$ cat config.mk
export PLATFORM = sky130hd
export DESIGN_NAME = pin_servicer
export DESIGN_NICKNAME = d
export VERILOG_FILES = /design/src/rtl/ps_pkg.sv /design/src/rtl/ps_lane.sv /design/src/rtl/ps_pick.sv /design/src/rtl/ps_defer.sv /design/src/rtl/pin_servicer.sv
export SDC_FILE = /design/constraint.sdc
export NUM_CORES = 2
export LEC_CHECK = 0
export BUFFER_PORTS_ARGS = -buffer_cell sky130_fd_sc_hd__buf_2
export CORE_MARGIN = 5
export CORE_UTILIZATION = 55
export CTS_CLUSTER_DIAMETER = 150
export DETAILED_ROUTE_END_ITERATION = 8
export PLACE_DENSITY = 0.78
export SYNTH_ARGS = -nofsm -noshare
export SYNTH_HDL_FRONTEND = slang
export SYNTH_HIERARCHICAL = 1
export SYNTH_SLANG_ARGS = --single-unit
$ cat constraint.sdc
create_clock -name clk -period 10 [get_ports clk]
set_input_delay 2 -clock clk [delete_from_list [all_inputs] [get_ports clk]]
set_output_delay 2 -clock clk [all_outputs]
set_load 0.02 [all_outputs]
$ cat src/rtl/ps_pkg.sv
package ps_pkg;
  typedef enum logic {
    TRIG_EDGE  = 1'b0,
    TRIG_LEVEL = 1'b1
  } trig_e;
endpackage

$ cat src/rtl/ps_lane.sv
module ps_lane
  import ps_pkg::*;
#(
  parameter int STORM_LIMIT = 10000
) (
  input  logic  clk,
  input  logic  rst_n,
  input  logic  line,
  input  logic  mask,
  input  trig_e mode,
  input  logic  vec_hit,
  input  logic  busy,
  input  logic  load,
  input  logic  hs_lvl,
  input  logic  expire,
  input  logic  chg,
  output logic  due,
  output logic  rirr,
  output logic  defer_req
);
  localparam int CW = $clog2(STORM_LIMIT + 1);

  logic          line_q, rirr_q, due_q;
  logic [CW-1:0] cnt_q;
  logic [CW-1:0] cnt_inc;
  logic          lvl, rise, eoi_hit, storm, set_edge, set_lvl;

  assign lvl      = (mode == TRIG_LEVEL);
  assign rise     = line & ~line_q;
  assign eoi_hit  = vec_hit & lvl;
  assign cnt_inc  = cnt_q + 1'b1;
  assign storm    = eoi_hit & ~mask & line & (cnt_inc == CW'(STORM_LIMIT));
  assign set_edge = ~lvl & ~mask & rise;
  assign set_lvl  = lvl & ~mask & line & ~busy &
                    ((rise & ~rirr_q) | (eoi_hit & ~storm) | ((expire | chg) & ~rirr_q));

  always_ff @(posedge clk) begin
    if (!rst_n) begin
      line_q <= 1'b0;
      rirr_q <= 1'b0;
      due_q  <= 1'b0;
      cnt_q  <= '0;
    end else begin
      line_q <= line;
      if (set_edge | set_lvl)               due_q <= 1'b1;
      else if (mask | (lvl & ~line) | load) due_q <= 1'b0;
      if (hs_lvl)       rirr_q <= 1'b1;
      else if (eoi_hit) rirr_q <= 1'b0;
      if (eoi_hit) begin
        if (~mask & line) cnt_q <= storm ? '0 : cnt_inc;
        else              cnt_q <= '0;
      end
    end
  end

  assign due       = due_q;
  assign rirr      = rirr_q;
  assign defer_req = storm;
endmodule

$ cat src/rtl/ps_pick.sv
module ps_pick #(
  parameter int N  = 24,
  parameter int PW = 5
) (
  input  logic [N-1:0]  req,
  output logic [PW-1:0] idx,
  output logic          any
);
  always_comb begin
    idx = '0;
    any = 1'b0;
    for (int i = N - 1; i >= 0; i--) begin
      if (req[i]) begin
        idx = PW'(i);
        any = 1'b1;
      end
    end
  end
endmodule

$ cat src/rtl/ps_defer.sv
module ps_defer #(
  parameter int DELAY = 1000
) (
  input  logic clk,
  input  logic rst_n,
  input  logic start,
  output logic expire
);
  localparam int TW = $clog2(DELAY + 1);

  logic          act_q;
  logic [TW-1:0] tc_q;

  assign expire = act_q & (tc_q == TW'(1));

  always_ff @(posedge clk) begin
    if (!rst_n) begin
      act_q <= 1'b0;
      tc_q  <= '0;
    end else if (start & (~act_q | expire)) begin
      act_q <= 1'b1;
      tc_q  <= TW'(DELAY);
    end else if (act_q) begin
      if (expire) act_q <= 1'b0;
      else        tc_q  <= tc_q - 1'b1;
    end
  end
endmodule

$ cat src/rtl/pin_servicer.sv
module pin_servicer
  import ps_pkg::*;
#(
  parameter int  NUM_PINS     = 24,
  parameter int  VEC_W        = 8,
  parameter int  DEST_W       = 8,
  parameter int  STORM_LIMIT  = 10000,
  parameter int  DEFER_CYCLES = 1000,
  localparam int PIN_W        = (NUM_PINS > 1) ? $clog2(NUM_PINS) : 1
) (
  input  logic                       clk,
  input  logic                       rst_n,
  input  logic [NUM_PINS-1:0]        pin_level,
  input  logic [NUM_PINS*VEC_W-1:0]  entry_vector,
  input  logic [NUM_PINS*DEST_W-1:0] entry_dest,
  input  logic [NUM_PINS-1:0]        entry_level,
  input  logic [NUM_PINS-1:0]        entry_mask,
  input  logic                       entry_chg_valid,
  input  logic [PIN_W-1:0]           entry_chg_pin,
  input  logic                       eoi_valid,
  input  logic [VEC_W-1:0]           eoi_vector,
  output logic                       out_valid,
  input  logic                       out_ready,
  output logic [PIN_W-1:0]           out_pin,
  output logic [VEC_W-1:0]           out_vector,
  output logic [DEST_W-1:0]          out_dest,
  output logic                       out_level,
  output logic [NUM_PINS-1:0]        remote_irr
);
  logic [NUM_PINS-1:0] due, defer_req, cand;
  logic [PIN_W-1:0]    pick_idx;
  logic                pick_any, take, expire;

  assign cand = due & ~entry_mask;
  assign take = ~out_valid | out_ready;

  ps_pick #(.N(NUM_PINS), .PW(PIN_W)) u_pick (
    .req(cand), .idx(pick_idx), .any(pick_any)
  );

  ps_defer #(.DELAY(DEFER_CYCLES)) u_defer (
    .clk(clk), .rst_n(rst_n), .start(|defer_req), .expire(expire)
  );

  for (genvar i = 0; i < NUM_PINS; i++) begin : g_lane
    logic occ, ld;
    assign occ = out_valid & (out_pin == PIN_W'(i));
    assign ld  = take & pick_any & (pick_idx == PIN_W'(i));

    ps_lane #(.STORM_LIMIT(STORM_LIMIT)) u_lane (
      .clk       (clk),
      .rst_n     (rst_n),
      .line      (pin_level[i]),
      .mask      (entry_mask[i]),
      .mode      (trig_e'(entry_level[i])),
      .vec_hit   (eoi_valid & (entry_vector[i*VEC_W +: VEC_W] == eoi_vector)),
      .busy      (occ | ld),
      .load      (ld),
      .hs_lvl    (occ & out_ready & out_level),
      .expire    (expire),
      .chg       (entry_chg_valid & (entry_chg_pin == PIN_W'(i))),
      .due       (due[i]),
      .rirr      (remote_irr[i]),
      .defer_req (defer_req[i])
    );
  end

  always_ff @(posedge clk) begin
    if (!rst_n) begin
      out_valid  <= 1'b0;
      out_pin    <= '0;
      out_vector <= '0;
      out_dest   <= '0;
      out_level  <= 1'b0;
    end else if (take) begin
      out_valid <= pick_any;
      if (pick_any) begin
        out_pin    <= pick_idx;
        out_vector <= entry_vector[pick_idx*VEC_W +: VEC_W];
        out_dest   <= entry_dest[pick_idx*DEST_W +: DEST_W];
        out_level  <= entry_level[pick_idx];
      end
    end
  end
endmodule

# Word level (Yosys, flattened, before mapping)
# Cells that the tools add are included.
[totals]
ff_bits = 442
input_bits = 474
output_inout_bits = 47
wordCells = 1383
[op_classes]
add_sub_neg = 25
n_lt_le_gt_ge = 1
n_eq_ne = 119
shift = 2
n_mux = 200
bitwise = 875
n_reduce_logical = 57
[op_table]
columns = ["operator", "count"]
rows = [
  ["14-bit two-way mux", 48],
  ["1-bit AND", 531],
  ["192-bit by 9-bit variable part select with 8-bit output", 2],
  ["14-bit by 1-bit adder with 14-bit output (second input constant)", 24],
  ["14-bit == test (second input constant)", 24],
  ["8-bit == test", 24],
  ["1-bit NOT", 172],
  ["1-bit bitwise OR", 170],
  ["1-bit two-way mux", 124],
  ["5-bit by 4-bit == test with 1-bit output (second input constant)", 24],
  ["5-bit == test (second input constant)", 24],
  ["5-bit two-way mux", 24],
  ["2-bit nonzero test", 49],
  ["5-bit by 3-bit == test with 1-bit output (second input constant)", 12],
  ["5-bit by 2-bit == test with 1-bit output (second input constant)", 6],
  ["10-bit two-way mux", 3],
  ["24-bit AND", 1],
  ["24-bit NOT", 1],
  ["24-bit OR reduction", 1],
  ["5-bit by 1-bit == test with 1-bit output (second input constant)", 3],
  ["5-bit zero test", 3],
  ["10-bit by 1-bit == test with 1-bit output (second input constant)", 1],
  ["10-bit by 1-bit subtractor with 10-bit output (second input constant)", 1],
  ["5-bit by 6-bit less-than comparator with 1-bit output (second input constant)", 1],
  ["other kinds (4)", 6],
]

# Logic depth before layout (Yosys ltp)
[depth]
ltp_word = 34
depth_mapped = 16
ltp_nobuf = 14

# Hierarchy
# The synthesis kept the hierarchy.
[by_module_without_submodules]
columns = ["module", "n_inst", "cells_per_inst", "area_each_um2", "seq_area_each_um2"]
rows = [
  ["ps_lane (g_lane[17].u_lane ...)", 16, 128, 1008.5, 340.3],
  ["ps_lane (g_lane[0].u_lane ...)", 8, 130, 1063.5, 340.3],
  ["pin_servicer", 1, 945, 7511.0, 460.4],
  ["ps_defer", 1, 62, 624.3, 220.2],
  ["ps_pick", 1, 47, 291.5, 0.0],
]

# Worst setup path after synthesis
# No wires, ideal clock.
[synth_path]
path_type = "input port to flip-flop"
startpoint = "in eoi_vector[2]"
endpoint = "reg u_defer.tc_q[8]"
setup_time_ps = 91
t_arrival_ps = 4835
required_time_ps = 9909
setup_slack_ps = 5074
cell_stages = 15
path_buffers = 2
path_cell_list = "clkbuf_1 buf_2 xor2_1 nor4_1 nand3_1 nor4_1 nand4b_1 nor2_1 nor4_1 and4_1 nand3_1 inv_1 o41ai_4 a211oi_1 a311oi_1"
[synth_between]
elab_chain_len = 10
word_cells_on_any_way = 150
cone_classes = "25 x eq/ne; 1 x mux; 121 x bitwise; 3 x reduce/logical"
[synth_rtl]
columns = ["item", "line", "source"]
rows = [
  ["from (decl)", "pin_servicer.sv:21", "input logic [VEC_W-1:0] eoi_vector,"],
  ["8-bit == test (*)", "pin_servicer.sv:56", ".vec_hit (eoi_valid & (entry_vector[i*VEC_W +: VEC_W] == eoi_vector)),"],
  ["1-bit AND (*)", "pin_servicer.sv:56", ""],
  ["1-bit AND (*)", "ps_lane.sv:30", "assign eoi_hit = vec_hit & lvl;"],
  ["1-bit AND (*) (3 in series)", "ps_lane.sv:32", "assign storm = eoi_hit & ~mask & line & (cnt_inc == CW'(STORM_LIMIT));"],
  ["named net defer_req[14]", "pin_servicer.sv:30", "logic [NUM_PINS-1:0] due, defer_req, cand;"],
  ["24-bit OR reduction (*)", "pin_servicer.sv:42", ".clk(clk), .rst_n(rst_n), .start(|defer_req), .expire(expire)"],
  ["1-bit AND (*)", "ps_defer.sv:20", "end else if (start & (~act_q | expire)) begin"],
  ["2-bit inequality test (no source line) / 2-bit nonzero test (equally long branches)", "n/a", ""],
  ["2-bit AND reduction (no source line)", "n/a", ""],
  ["to (signal assigned)", "ps_defer.sv:22", "tc_q <= TW'(DELAY);"],
  ["to (signal assigned)", "ps_defer.sv:25", "else tc_q <= tc_q - 1'b1;"],
  ["to (decl)", "ps_defer.sv:12", "logic [TW-1:0] tc_q;"],
]
# Mark *: on every way through the listed nets, which the timed path passes. The rest lies on a longest branch.
# A chain may end at the register's enable or synchronous reset.

# Worst setup path after layout
[layout_path]
startpoint = "in eoi_vector[3]"
endpoint = "reg g_lane[19].u_lane.cnt_q[7]"
[layout_between]
elab_chain_len = 8
[layout_rtl]
columns = ["item", "line", "source"]
rows = [
  ["8-bit == test (*)", "pin_servicer.sv:56", ""],
  ["1-bit AND (*)", "pin_servicer.sv:56", ""],
  ["1-bit AND (*)", "ps_lane.sv:30", ""],
  ["1-bit AND (3 in series)", "ps_lane.sv:32", ""],
  ["14-bit two-way mux (2 in series)", "ps_lane.sv:50", "if (~mask & line) cnt_q <= storm ? '0 : cnt_inc;"],
  ["to (signal assigned)", "ps_lane.sv:50", ""],
  ["to (decl)", "ps_lane.sv:24", "logic [CW-1:0] cnt_q;"],
]
# Mark *: on every way between the ends. The rest lies on a longest branch, timed or not.

==> reports/qor.yml <==
global_routing:
  grt_pass1_vias: 31496
  antenna_found_initial: 30
  grt.total_usage: 0.362
  grt_first_pass_wirelength_um: 186000
  grt_max_degree: 100
  gr-total-overflow: 0
sta:
  period_share: 0.571
  rsz0062_at_grt: "false"
  max_slew_margin: 0.208
  worst_pin_slew_ns: 1.18
  period_minus_slack_ns: 5.71
  slew_violations: 0
  clock_skew_ns: 0.0239
  setup_viol: 0
  hold_viol: 0
  fmax_mhz: 175
  whs_ns: 0.485
  setup_tns_ns: 0
pwr:
  cellLeakagePower_nw: 13.9
  p_int_mw: 3.38
  p_comb_frac: 0.220
  total_power_mw: 4.85
  pwr-share-seq: 0.375
  p_sw_frac: 0.302
  p_clk_frac: 0.405
  power.density_mw_per_mm2: 129
  peakVddDrop_mv: 0.103
  p_sw_mw: 1.47
synth:
  syn_nets: 4642
  ys_ff_latch: 442
  yosys_warnings: 6
  synth_top_area_cell: "dfxtp_1"
  syn_area_per_cell_um2: 7.98
  yosys-top-cells-area: "dfxtp_1 (27%), nor2_1 (4.7%), nand2_1 (4.6%)"
  synth-main-ff-cell: "dfxtp_1"
  postSynthCellCount: 4142
  yosysSeqAreaShare: 0.268
  synth_top_area_frac: 0.268
  synth_cell_type_count: 85
  ys_async_sr_fraction: 0
  synth-edff-count: 0
  netlist_area_mm2: 0.0331
floorplanning:
  dieWidth_um: 255
  die_y_um: 255
  rows: 89
  start_util: 0.558
  pin_count: 521
  core_area_mm2: 0.0592
  die_area_mm2: 0.0651
setup_path:
  crit_start: "eoi_vector[3]"
  r2r_end: "g_lane[13].u_lane/due"
  cp_slowest_cell: "nor4_1"
  required_ns: 10.52
  r2r-start: "g_lane[12].u_lane/due"
  crit_buf_inv: 1
  endpoint_kind: "flop"
  path_max_fanout: 24
  path_cells: "buf_2, xor2_1, nor4_1, nand3_1, nor4_1, nand2_1, nor3b_1, nand2_1, a31oi_2, o21ai_1, a31oi_1"
  startpoint_type: "input port"
  critical-path-max-stage-delay_ns: 0.80
  crit_arrival_ns: 6.23
  path_class: "in -> reg"
  ff2ff_setup_slack_ns: 5.62
  worstRegToRegCells: 13
  cp_top_family: "simple AND/OR/NAND/NOR gates"
cts:
  clk-insertion-delay-late_ns: 0.61
  clock-sinks: 442
  cts_hold_buf: 0
  cts_tree: "done"
  root_buffer: "clkbuf_16"
  post_cts_buffers: 0
  clock_path_buffers: 3
  clk_pin_slew_ns: 0.06
  cts_max_level: 2
  cts_buffers: 50
  cts_resized: 0
placed_design:
  hpwl_um: 96700
  portBuffers: 520
  gp_congestion: 1.05
route:
  wl_um: 125000
  routed_via_density: 6.40
  drtIter0Drc: 3816
  num_vias: 34393
  antenna_left: 0
  route.detailed.drc: 0
  routedWlPerCell_um: 23.2
  first_pass_iters: 6
cells_and_area:
  final_cell_mix: "buf_2 (519), dfxtp_1 (442), nor2_1 (410)"
  area_delta_synth_final_pct: 13.7
  regArea_mm2: 0.00885
  final_common_cell: "buf_2"
  utilization: 0.635
  multiInputGateArea_mm2: 0.0228
  drive_above_1_share: 0.189
  nFillCells: 5256
  nNetsFinal: 5032
job:
  cap_viol_max_count: 0
min_path:
  hp-start: "g_lane[21].u_lane/cnt_q[12]"
  min_path_type: "reg -> reg"
  holdPathStages: 2
  hold_end: "g_lane[21].u_lane/cnt_q[12]"
status:
  status: "finished clean"
## area by class of cell
cell class                      count  area share
Multi-Input combinational cell   3389       0.606
Sequential cell                   442       0.235
Timing Repair Buffer              542      0.0741
Clock buffer                       75      0.0407
Tap cell                          773      0.0257
Inverter                          107      0.0107
Clock inverter                     17     0.00586
Antenna cell                       32     0.00213
## power by group through the flow
| stage | logic, mW | clock network (mW) | registers [mW] |
|---|---|---|---|
| global placement | 1.02 | 0 | 1.86 |
| global route | 1.11 | 2.06 | 1.82 |
| floorplan | 0.609 | 0 | 1.87 |
| detailed placement | 1.03 | 0 | 1.86 |
| finish | 1.07 | 1.96 | 1.82 |
| CTS | 1.03 | 1.98 | 1.82 |
## cell families after synthesis
| family | after synthesis | share of synthesized area |
|---|---|---|
| xor+xnor | 314 | 0.0832 |
| fa+ha+maj | 26 | 0.00984 |
| buf+inv | 311 | 0.0451 |
| mux | 183 | 0.0766 |
| compound gates | 902 | 0.188 |
| flops | 442 | 0.268 |
| simple gates | 1964 | 0.330 |
## worst max path at each step
stage / endpoint / slack (ns) / cells past startpoint
global placement: u_defer/tc_q[9] / 3.94 / 14
floorplan: u_defer/tc_q[8] / 5.07 / 15
finish: g_lane[19].u_lane/cnt_q[7] / 4.29 / 11
detailed placement: u_defer/tc_q[7] / 3.80 / 14
CTS: u_defer/tc_q[8] / 4.44 / 14
global route: u_defer/tc_q[8] / 3.98 / 14
## sequential cells by signal (all words and copies together) (netlist names), 5 cells and up
register,flops
g_lane.u_lane/cnt_q,336
out_pin,5
g_lane.u_lane/rirr,24
g_lane.u_lane/due,24
g_lane.u_lane/line_q,24
out_dest,8
out_vector,8
u_defer/tc_q,10
## cells in the mapped netlist, types with 17 or more instances
library cell	count
mux2_2	29
ha_1	26
o21ai_0	43
nand3_1	165
o211ai_1	18
a21oi_1	127
nor2_1	410
nor3_2	26
xnor2_1	174
nor3b_1	32
buf_6	23
or3_1	53
o21ai_1	178
nor3_1	98
inv_1	90
a22oi_1	41
a31oi_1	98
and2_1	116
nand4_2	24
nand4_1	81
nand4b_1	33
nand2_1	406
mux2i_1	100
a22o_1	48
nand3b_1	19
nand2b_1	46
a32oi_1	40
a211o_1	24
o22ai_1	39
nor4_1	77
nor2b_1	172
and4_1	17
dfxtp_1	442
buf_2	100
mux4_2	53
clkbuf_1	70
a21o_1	33
and3_1	80
o21a_1	24
xor2_1	140
a21boi_1	49
## worst min-delay path: stages, from the launching register on
cell and delay (ns):
dfxtp_1 0.33, nand2_1 0.06, a21boi_1 0.05
## layer usage
layer	global-route usage	vias to the layer above	routed length (µm)	part of all wire
met5	0	-	43	0.00035
met4	0.178	8	6590	0.053
met3	0.0879	314	13100	0.11
met2	0.566	1733	55500	0.45
met1	0.470	16357	49300	0.40
li1	-	15981	-	-
## through the flow
step                setup slack (ns)  cells  cell area (µm²)
floorplan                       5.07   4142            33100
global placement                3.94   5253            35800
detailed placement              3.80   5253            35800
CTS                             4.44   5345            37500
global route                    3.98   5360            37600
finish                          4.29   5377            37600
No activity file was read; power rests on OpenSTA's default activity.
